File: src/rtl/prio_irq_ctrl.sv
`timescale 1ns/1ps
module prio_irq_ctrl #(
  parameter int LINES = 8,
  parameter int VW    = 8
) (
  input  logic             clk,
  input  logic             rst_n,
  input  logic [LINES-1:0] irq_in,
  input  logic             ack,
  input  logic             cs,
  input  logic             wr,
  input  logic             a0,
  input  logic [7:0]       wdata,
  output logic [VW-1:0]    rdata,
  output logic             int_out,
  output logic [VW-1:0]    vec_out
);
  localparam int IW = $clog2(LINES);

  logic [LINES-1:0] irr, isr, imr, trig, prev;
  logic [VW-1:0]    base, vec_q;
  logic [IW-1:0]    low;
  logic             auto_rot, sp8, rsel;
  logic [1:0]       wsel;

  wire             cmd_wr = cs & wr & ~a0;
  wire             dat_wr = cs & wr & a0;
  wire [2:0]       op     = wdata[7:5];
  wire [IW-1:0]    arg    = wdata[IW-1:0];
  wire             eoi_ns = cmd_wr & (op == 3'b001);
  wire             eoi_sp = cmd_wr & ((op == 3'b011) | (op == 3'b101));
  wire             rot_set = cmd_wr & ((op == 3'b100) | (op == 3'b101));
  wire [LINES-1:0] pend   = irr & ~imr;
  wire [LINES-1:0] rise   = irq_in & ~prev;

  logic [IW-1:0] win, isr_top, idx;
  logic [IW:0]   win_rank, isr_rank;
  logic          win_ok, isr_hit;

  always_comb begin
    win = '0; win_ok = 1'b0; win_rank = '0;
    isr_top = '0; isr_hit = 1'b0; isr_rank = '0;
    idx = '0;
    for (int k = 0; k < LINES; k++) begin
      idx = low + IW'(k + 1);
      if (pend[idx] && !win_ok) begin
        win = idx; win_ok = 1'b1; win_rank = (IW+1)'(k);
      end
      if (isr[idx] && !isr_hit) begin
        isr_top = idx; isr_hit = 1'b1; isr_rank = (IW+1)'(k);
      end
    end
  end

  assign int_out = win_ok & (~isr_hit | (win_rank < isr_rank));
  wire take = ack & int_out;

  wire [LINES-1:0] isr_set = take ? (LINES'(1) << win) : '0;
  wire [LINES-1:0] isr_clr = (eoi_ns & isr_hit) ? (LINES'(1) << isr_top) :
                             eoi_sp ? (LINES'(1) << arg) : '0;

  always_ff @(posedge clk) begin
    if (!rst_n) begin
      irr <= '0; isr <= '0; imr <= '0; trig <= '0; prev <= '0;
      base <= '0; vec_q <= '0; low <= IW'(LINES - 1);
      auto_rot <= 1'b0; sp8 <= 1'b0; rsel <= 1'b0; wsel <= 2'd0;
    end else begin
      prev <= irq_in;
      irr  <= (trig & irq_in) | (~trig & ((irr & ~isr_set) | rise));
      isr  <= (isr & ~isr_clr) | isr_set;
      if (take)
        vec_q <= base + (VW'(win) << (sp8 ? 3 : 2));
      if (rot_set)
        low <= arg;
      else if (eoi_ns && auto_rot && isr_hit)
        low <= isr_top;
      if (cmd_wr && op == 3'b110) begin
        auto_rot <= wdata[0];
        sp8      <= wdata[1];
        rsel     <= wdata[2];
      end
      if (cmd_wr && op == 3'b111)
        wsel <= wdata[4:3];
      if (dat_wr) begin
        case (wsel)
          2'd0: imr  <= wdata[LINES-1:0];
          2'd1: trig <= wdata[LINES-1:0];
          2'd2: base <= wdata[VW-1:0];
          default: ;
        endcase
      end
    end
  end

  assign vec_out = vec_q;
  assign rdata   = !cs ? '0 : a0 ? VW'(imr) : (rsel ? VW'(isr) : VW'(irr));

  a_r4_masked_no_int: assert property (@(posedge clk) disable iff (!rst_n)
    int_out |-> ((irr & ~imr) != '0));
  a_r6_ack_adds_isr: assert property (@(posedge clk) disable iff (!rst_n)
    (take && !cmd_wr) |=> ($countones(isr) == $countones($past(isr)) + 1));
  a_r7_eoi_drops_isr: assert property (@(posedge clk) disable iff (!rst_n)
    (eoi_ns && isr_hit && !take) |=> ($countones(isr) == $countones($past(isr)) - 1));
  a_r10_rotate_named: assert property (@(posedge clk) disable iff (!rst_n)
    rot_set |=> (low == $past(arg)));
  a_r12_idle_ack: assert property (@(posedge clk) disable iff (!rst_n)
    (ack && !int_out && !cmd_wr) |=> ($stable(isr) && $stable(vec_out)));
endmodule

File: config.mk
export PLATFORM = sky130hd
export DESIGN_NAME = prio_irq_ctrl
export DESIGN_NICKNAME = d
export VERILOG_FILES = /design/src/rtl/prio_irq_ctrl.sv
export SDC_FILE = /design/constraint.sdc
export NUM_CORES = 1
export LEC_CHECK = 0
export BUFFER_PORTS_ARGS = -buffer_cell sky130_fd_sc_hd__buf_2
export CORE_MARGIN = 4
export CORE_UTILIZATION = 52
export DETAILED_ROUTE_END_ITERATION = 12
export GPL_TIMING_DRIVEN = 0
export HOLD_SLACK_MARGIN = 0.12
export PLACE_DENSITY = 0.71
export SYNTH_ARGS = -nofsm -noshare
export SYNTH_HDL_FRONTEND = slang
export SYNTH_SLANG_ARGS = --single-unit
export TNS_END_PERCENT = 30
File: constraint.sdc
create_clock -name clk -period 5.2 [get_ports clk]
set_clock_uncertainty 0.05 [all_clocks]
set_input_delay 1.04 -clock clk [delete_from_list [all_inputs] [get_ports clk]]
set_output_delay 1.04 -clock clk [all_outputs]
set_load 0.02 [all_outputs]
# Yosys cells after proc, flatten, opt, wreduce, memory -nomap -nowiden
# Cells that the tools add are included.
# word_totals
wordCells	193
register_bits	64
ram_bits	0
latchBits	0
output_inout_bits	17
romBits	0
mem_count	0
# classes
n_reduce_logical	37
muxes	87
n_mul	0
n_addsub	8
shifts	4
div_mod_pow	0
eq_ne	8
bitwise	28
order_cmp	9
# op_table
cell	count
3-bit two-way mux	18
8-bit bitwise AND	6
1-bit binary-select mux with 3-bit select	16
4-bit two-way mux	12
8-bit two-way mux	6
8-bit NOT	5
1-bit two-way mux	35
3-bit by 4-bit less-than comparator with 1-bit output, second input constant	8
8-bit bitwise OR	3
1-bit by 3-bit left shift with 8-bit output, first input constant	3
1-bit logical AND	18
1-bit zero test	14
3-bit adder, second input constant	4
3-bit == test, second input constant	4
1-bit bitwise AND	9
8-bit adder	1
3-bit by 2-bit left shift with 8-bit output	1
3-bit by 2-bit adder with 3-bit output, second input constant	2
2-bit AND reduction	3
4-bit less-than comparator	1
3-bit by 1-bit adder with 3-bit output, second input constant	1
3-bit by 1-bit == test with 1-bit output, second input constant	1
3-bit by 2-bit == test with 1-bit output, second input constant	1
1-bit bitwise OR	3
other kinds (5)	6

# Depth between registers and ports, before layout
# Gate-level depths: netlist of the first run.
# logic_depth
ltp_word	36
depth_mapped	22

# Least setup slack after synthesis of the first run
# Ideal clock, no wire load.
# synth_timing
path_kind	register -> register
from	register low[1]
to	register vec_q[6] (netlist: vec_out[6])
path_stages_with_launch	21
arrival_time_ns	4.382
n_path_buf	5
slack_ns	0.641
required_time_ns	5.022
cell_sequence	dfxtp_1 buf_2 clkinv_1 clkbuf_1 ha_1 clkbuf_1 buf_1 mux4_2 nor2b_1 o31ai_1 nand2_1 o21ai_0 buf_2 nor2_1 ha_1 fa_1 a21o_1 a21oi_1 xnor2_1 mux2i_1 nor2_1
# synth_between
elab_chain_cells	29
word_cells_on_any_way	112
# synth_lines
element	line	text
start: declaration	22	logic [IW-1:0] low;
start signal: assignment	74	low <= arg;
start signal: assignment	76	low <= isr_top;
branches (longest 29 deep; another with 3-bit by 1-bit adder with 3-bit output)	n/a	
end signal: assignment	72	vec_q <= base + (VW'(win) << (sp8 ? 3 : 2));
end: declaration	21	logic [VW-1:0] base, vec_q;
# Several ways; the timed one is not identified. The select of a mux whose other input is x is not followed.
# A chain may end at the register's enable or synchronous reset.

# Worst setup path in the final report of the first run
# layout_timing
from	register low[1]
to	output int_out
# layout_between
elab_chain_cells	28
word_cells_on_any_way	101
# layout_lines
element	line	text
3-bit by 1-bit adder with 3-bit output	45	idx = low + IW'(k + 1);
1-bit binary-select mux with 3-bit select (on tied branches)	46, 49	
1-bit two-way mux (on tied branches) (2 in series)	46, 49	
1-bit zero test (on tied branches)	46, 49	
1-bit logical AND (on tied branches)	46, 49	
1-bit two-way mux (on tied branches)	46, 49	
1-bit zero test (on tied branches)	46, 49	
1-bit logical AND (on tied branches)	46, 49	
[11 not listed]	n/a	
1-bit logical AND (on tied branches)	46, 49	
1-bit two-way mux (on tied branches)	46, 49	
1-bit zero test (on tied branches)	46, 49	
1-bit logical AND (on tied branches)	46, 49	
4-bit two-way mux, or another cell as far along	46	if (pend[idx] && !win_ok) begin
4-bit less-than comparator / 1-bit NOT (equally long branches)	55	assign int_out = win_ok & (~isr_hit | (win_rank < isr_rank));
1-bit bitwise OR	55	
1-bit bitwise AND (*)	55	
end: declaration	15	output logic int_out,
# Mark *: on every way between the ends. The rest lies on a longest branch, timed or not. The select of a mux whose other input is x is not followed.

==> results of run 1 <==
-- timing repair --
action | in CTS | in global routing
pin swaps | 1 | 0
resized for setup | 7 | 9
hold buffers | 0 | 0
setup endpoints to repair | 6 | 3
buffers inserted | 2 | 0
-- routing by layer --
metal	wire length, microns	part of all wire [%]	up-vias	track usage (%)
met5	0	0	-	0
met4	473	3.4	0	9.44
met3	663	4.7	42	3.86
met2	6950	49	169	44.6
met1	5990	43	2156	32.1
li1	-	-	2139	-
-- area by class of cell --
| type | count | area share [%] |
|---|---|---|
| clock inverters | 5 | 1.03 |
| flip-flops and latches | 64 | 23.0 |
| well taps | 129 | 2.90 |
| clock buffers | 11 | 2.36 |
| inverters | 18 | 1.28 |
| repair buffers | 34 | 3.15 |
| plain buffers | 29 | 2.72 |
| multi-input cells | 447 | 63.5 |
-- placed cells by master (no fill, tap or decap), drive strengths merged, types with 2 or more instances in the layout --
cell | netlist | layout
o22ai | 3 | 3
and2 | 24 | 24
clkbuf | 16 | 26
dfxtp | 64 | 64
nor3 | 10 | 10
mux4 | 24 | 24
nor2 | 75 | 75
o21ai | 27 | 27
nor2b | 21 | 21
mux2i | 74 | 74
o211ai | 3 | 3
o32ai | 2 | 2
mux2 | 9 | 9
o2111ai | 5 | 5
a221oi | 8 | 8
ha | 8 | 8
a21oi | 13 | 13
or3 | 2 | 2
nand3b | 4 | 4
o221ai | 2 | 2
a221o | 5 | 5
a31oi | 3 | 3
nand3 | 8 | 8
inv | 17 | 17
a21o | 5 | 5
a22oi | 3 | 3
o21a | 2 | 2
xor2 | 2 | 2
buf | 14 | 48
o31ai | 9 | 9
clkinv | 1 | 5
o21bai | 3 | 3
nand2 | 47 | 47
xnor2 | 6 | 6
nand2b | 13 | 13
nor3b | 8 | 8
-- metrics by stage --
stage / utilization (%) / area, sq um / instances / setup TNS [ns] / setup slack [ns]
2_1_floorplan: - / 4960 / 559 / 0 / 0.641
3_3_place_gp: 56.9 / 5280 / 720 / -1.71 / -0.556
3_5_place_dp: 56.9 / 5290 / 720 / -1.85 / -0.608
4_1_cts: 59.4 / 5510 / 738 / 0 / 0.0429
5_1_grt: 59.9 / 5560 / 737 / 0 / 0.0131
6_report: 59.9 / 5560 / 737 / 0 / 0.194
-- critical path: stages (launching register included) --
cell and delay (ns):
dfxtp_1 0.33, buf_2 0.27, clkinv_2 0.19, clkbuf_2 0.26
ha_2 0.21, buf_2 0.21, xor2_4 0.28, mux4_2 0.39
mux2i_4 0.26, and4bb_2 0.28, nor2_1 0.12, ha_1 0.25
o32ai_1 0.17, a21oi_1 0.07, nor2_1 0.10, buf_2 0.16
-- final timing paths --
check / endpoint / slack, ns / startpoint / depth (start not counted)
max: int_out / 0.19 / low[1] / 15
min: irr[0] / 0.42 / trig[0] / 1
max reg2reg: vec_out[7] / 0.40 / low[1] / 22
min reg2reg: irr[0] / 0.42 / trig[0] / 1
-- kinds of logic after synthesis --
logic type | after synthesis | share of synthesized area (%)
AO/OA/AOI/OAI | 103 | 14.8
XOR/XNOR | 8 | 1.56
adder cells (fa/ha/maj) | 9 | 2.42
buffers and inverters | 48 | 4.44
flip-flops | 64 | 25.8
multiplexers | 107 | 28.3
AND/OR/NAND/NOR | 220 | 22.7
-- flip-flops by register name (all words and copies together), names as in the netlist --
register and count:
isr 8, imr 8, prev 8, irr 8, rsel 1, sp8 1, vec_out 8, wsel 2
auto_rot 1, trig 8, low 3, base 8
-- where the power goes --
group / total [mW] / internal (mW) / switching (mW) / leakage, nW
Clock: 0.415 / 0.222 / 0.194 / 0.0973
Combinational: 1.03 / 0.430 / 0.597 / 1.62
Sequential: 0.601 / 0.534 / 0.0669 / 0.522
Total: 2.04 / 1.19 / 0.858 / 2.24
==> results summary, run 1 <==
The clock insertion delay at the later pin of the skew report came out at 0.34 ns. The die covers 11200 sq um. The maximum vdd ir drop is 0.212 mV.

The detail route stage leaves a number of antenna-violating nets equal to 0. Sorting the synthesized cells by area gives the leading types as dfxtp_1 (26%), mux2i_1 (14%), mux4_2 (11%). The standby leakage power is 2.24 nW. The ratio of final minimum period to clock period is 96.3%. The number of flip-flops and latches in the synthesized netlist is 64. Counting every instance in the synthesized netlist gives 559. The antenna diode count is 0. The horizontal extent of the die came out at 106 microns. The summed instance area of the synthesized netlist came out at 4960 sq um. The async set-or-reset flop fraction in the synthesized netlist came out at 0%. The arrival time of data at the critical path endpoint is 3.92 ns.

The via count of the routed design came out at 4506. Data on the critical path is required at its endpoint by 4.11 ns. 39 I/O pins were placed.

The final-layout fill cell count is 860. The number of CTS-inserted buffers came out at 9. Setup repair after global routing left no endpoint under its margin. The worst setup path is launched from a register. The final net count is 634. The count of final max-slew check failures came out at 0. The upper clock frequency limit came out at 200 MHz. After clock tree synthesis, the clock-pin slew on the worst setup and hold paths is 0.07 ns. The average instance in the mapped netlist occupies 8.87 sq um. The power after layout is 2.04 mW. The number of nets handed over by synthesis was 590.

The number of endpoints failing setup at the final stage is 0. The area share of the largest cell type after synthesis is 25.8%. The prevailing post-synth register cell is dfxtp_1. CTS placed an instance of clkbuf_8 at the clock tree root. The areal power density over the cells came out at 367 nW/um^2. The aggregate routed wire length is 14.1 mm.

For this run, design rule violations remaining after detail routing come to 0. Dividing the detail-routed wire length by the instance count gives 19.1 microns. Yosys instantiated no cell more often than nor2_1. The run finished with clean final reports.

The initial cell density of the core is 53.4%. The total area of multi-input combinational cells is 3530 sq um. The post-route minimum period is 5.01 ns. The clock passes through at most 2 buffers. The class of the worst hold path is reg -> reg. The proportion of synthesized chip area in sequential cells came out at 25.8%. The worst slew slack as a fraction of its limit is 34.5%. The floorplan has 35 rows.

The count of input and output buffers is 32. The post-detailed-route via-to-cell ratio is 6.11. The number of max-cap violations is 0. The residual overflow from global routing is 0. The combined flip-flop and latch cell area came out at 1280 sq um. Along the worst path, the maximum fanout reaches 10.

The initial antenna violation count came out at 0. In the synthesized netlist, the cells that appear most often are nor2_1 (74), mux2i_1 (71), dfxtp_1 (64), nand2_1 (47). For this run, the number of Yosys warnings is 0. After floorplanning, the core was sized to cover 9280 sq um. The pin count of the biggest net entering global routing is 12.

The worst setup path is of the reg -> out kind. The number of enable-type register cells in the synthesized netlist is 0. The worst setup path is captured at an output port.

Once detailed placement completed, the half-perimeter wirelength came to 10.6 mm. The final-report hold violation count is 0. Counting every sink on the clock net gives 64. After the first detailed-routing iteration, the DRC count stood at 320. The worst hold slack across all endpoints is 0.418 ns. In the global route stage, overall resource usage came out at 25.6%. dfxtp_1 takes more of the synthesized area than any other cell. The first global-routing pass estimated 22.8 mm of wire.

The first TritonRoute pass finished after 6 iterations. The number of distinct library cells after synthesis is 70. In the final layout, the share of cells above drive strength 1 is 19.4%. The deepest level of the CTS H-tree came out at 3. TritonCTS built the clock tree. The slew of the pin with the lowest slew margin came out at 0.976 ns. Compared with the post-synthesis result, the final layout area differs by 12.2%. The chip height is 106 microns. The number of global-route vias before repair is 4406. The final RePlAce weighted congestion is 0.912.
No activity file was read; power rests on OpenSTA's default activity.
==> run 2: changes to the inputs <==
- ABC_AREA: default -> 1
==> run 2 against run 1 <==
Against the previous run: global-route usage fell by 0.19 points; clock power rose by 17%; via count rose by 7.2%; register-to-register slack improved by 0.39 ns; final cell count rose by 20%; sequential share of layout area rose by 1.3 points; critical endpoint unchanged; highest routed layer unchanged.
==> results summary, run 2 <==
The standby leakage power is 2.49 nW. The chip height came out at 103 microns. The path class of the tightest hold or removal check is reg -> reg. The remaining antenna violation count came out at 0. The switching part of the total power came out at 43.4%. The async set-or-reset flop fraction in the synthesized netlist came out at 0%. Hold repair after CTS inserted 0 buffers. The final net count came out at 800. The sequential fraction of design power came out at 28.4%. Setup repair after global routing left no endpoint under its margin.

The summed instance area of the synthesized netlist came out at 4700 sq um. In the final routed layout, each cell accounts on average for 14.9 microns. The combined flip-flop and latch cell area is 1280 sq um. Counting flops and latches in the post-synthesis netlist gives 64. The share of total power dissipated in combinational logic is 48.1%.

The cell that appears most often on the critical path is nand2_1. The maximum vdd ir drop is 0.309 mV. The congestion estimate from routability-driven global placement came to 0.956.

The clock insertion delay at the later pin of the skew report came out at 0.34 ns. The cell internal power dissipation is 1.17 mW. The total negative setup slack came out at 0 ns. The non-filler instance count after layout came out at 882. The arrival time of data at the critical path endpoint is 3.85 ns. Max-cap violations in this run came to 0. The most numerous cell in the Yosys netlist is nand2_1. The final-layout fill cell count is 876. The post-route minimum period is 4.94 ns. The finished layout cell area came out at 5260 sq um. The largest stage delay on the critical path came out at 0.33 ns.

Across every metal layer, demand over resource in global routing totals 25.5%. The multi-input combinational cells in the finished layout cover a total of 2850 sq um. The clock input transition at the sequential cells of the worst setup and hold paths came out at 0.07 ns. STA classifies the critical path endpoint as an output port.

In this run, placement finished with an instance count of 866. Leaving out fill and tap cells, the most frequent cells in the layout are nand2_1 (152), inv_1 (97), nand3_1 (84), dfxtp_1 (64), o21ai_0 (61). After floorplanning, the core was divided into 34 placement rows.

Power comes to 2.07 mW. The residual DRC count is 0. Leaving out fill and tap cells, the most frequent cell in the layout is nand2_1. Summed over all layers, the global routing overflow is 0. The critical path contains buffers and inverters numbering 9 combined. The synthesized instance count came out at 722. The maximum fanout along the worst path came out at 10. The run finished with clean final reports. The share of layout cells above drive strength 1 is 17.3%. The number of I/O pins came out at 39.

The number of violations reported at the end of detailed-routing iteration 0 is 289. The initial utilization of the core area, before any placement, comes to 53.7%. Setup violations remaining at the end of the flow were counted as 0. A synthesized cell averages 6.52 sq um. The analysis attributes to net switching a power of 0.896 mW. The total die area came out at 10600 sq um. The area share of the largest cell type after synthesis came out at 27.2%.

The root buffer cell chosen for the clock tree is clkbuf_8. The number of warning messages in the yosys log is 0. The number of nets produced by synthesis came out at 753. The dominant cell type by area after synthesis is dfxtp_1. The count of final max-slew check failures came out at 0.

The worst-case setup margin in the final layout came out at 0.262 ns. The buffer levels on the longest clock path came out at 2. TritonCTS built the clock tree.

The repair_antennas step left the layout with diodes totalling 0. The half-perimeter wire length after detailed placement is 10.5 mm. In the synthesized netlist the dominant register cell turns out to be dfxtp_1.

The areal power density over the cells is 393 nW/um^2. The horizontal extent of the die came out at 103 microns. The initial antenna violation count is 0.

The number of global-route vias before repair came to 4509. In this run, the clock network consumes 23.6% of the power. The post-detailed-route via-to-cell ratio is 5.48.

The number of enable-type register cells in the synthesized netlist is 0. The count of input and output buffers is 36. After synthesis, the cell types taking the most area are dfxtp_1 (27%), nand2_1 (12%), nand3_1 (8.9%). The worst setup path is of the reg -> out kind. For this design, the slowest cell found on the critical path is dfxtp_1. For this run, the register share of the synthesized area comes to 27.2%. Of the available clock period, the critical path in the final layout requires 95.0%. The number of CTS-inserted buffers is 9.

The number of distinct library cells after synthesis is 49. The aggregate routed wire length is 13.1 mm. The commonest cells after synthesis are nand2_1 (152), inv_1 (97), nand3_1 (84), dfxtp_1 (64), o21ai_0 (61). The final-report hold violation count came out at 0. The core region area came out at 8760 sq um.

The first-pass GRT wire length is 21.1 mm. The via count of the routed design is 4832. Broken down by cell family, the worst path's largest delay share belongs to simple AND/OR/NAND/NOR gates. The upper clock frequency limit came out at 202 MHz. At the worst endpoint, the required time is 4.11 ns. The total placed instance area came out at 5020 sq um. The number of sinks driven by the clock tree came out at 64.

The area growth from synthesis to layout came out at 11.7%. CTS built an H-tree with a depth of 3. OpenSTA, run right after detailed placement, puts the worst setup slack at 0.532 ns. The pin count of the biggest net entering global routing is 13. At the pin with the least slew margin, the transition time is 0.655 ns. The first TritonRoute pass finished after 5 iterations. The worst slew slack as a fraction of its limit is 56.0%. The worst setup path is launched from a register.
## run 2: logic make-up (layout without fill, tap and decap cells)
family          count (synthesis)  after routing  share of synthesized area [%]
compound gates                130            130                           15.4
buf+inv                       136            188                           12.2
flops                          64             64                           27.2
fa+ha+maj                       9              9                           2.55
xor+xnor                        6              6                           1.92
simple gates                  377            377                           40.7
## run 2: area by class of cell
type / instances / share of cell area [%]
Multi-Input combinational cell: 522 / 54.2
Clock buffer: 10 / 2.62
Timing Repair Buffer: 36 / 3.43
Tap cell: 108 / 2.57
Inverter: 110 / 8.07
Clock inverter: 6 / 1.76
Buffer: 26 / 2.98
Sequential cell: 64 / 24.4
## run 2: metal layers
metal  up-vias  GRT usage (%)  share of wire [%]
met2       136           45.1                 50
met5         -              0                  0
met3        12           4.53                5.4
met1      2225           32.1                 44
li1       2459              -                  -
met4         0           5.98                1.1
## run 2: final timing paths
| path | end | start | slack, ns | cells past startpoint |
|---|---|---|---|---|
| max | int_out | low[1] | 0.26 | 26 |
| min | irr[2] | prev[2] | 0.43 | 3 |
| max reg2reg | vec_out[7] | low[1] | 0.79 | 26 |
| min reg2reg | irr[2] | prev[2] | 0.43 | 3 |
## run 2: what timing repair did
| action | CTS | global route |
|---|---|---|
| gates resized for setup | 0 | 3 |
| buffers inserted | 0 | 0 |
| endpoints found under the setup margin | 0 | 1 |
## run 2: per-stage QoR
step	util, %	hold WS [ns]
final	60.0	0.431
after global routing	60.0	0.468
after CTS	59.9	0.434
after detailed placement	57.3	0.419
after global placement	57.3	0.409
after floorplan	-	0.397
## run 2: power groups by stage
| stage | combinational, mW | sequential (mW) | clock (mW) |
|---|---|---|---|
| final | 0.993 | 0.586 | 0.487 |
| after CTS | 0.990 | 0.585 | 0.493 |
| after floorplan | 0.737 | 0.619 | 0 |
| after global placement | 0.962 | 0.593 | 0 |
| after global routing | 1.10 | 0.591 | 0.514 |
| after detailed placement | 0.986 | 0.596 | 0 |
## run 2: tightest hold or removal path: stages (launching register included)
cell and delay, ns:
dfxtp_1 0.30, inv_1 0.04, o21ai_0 0.06, nand2_1 0.06
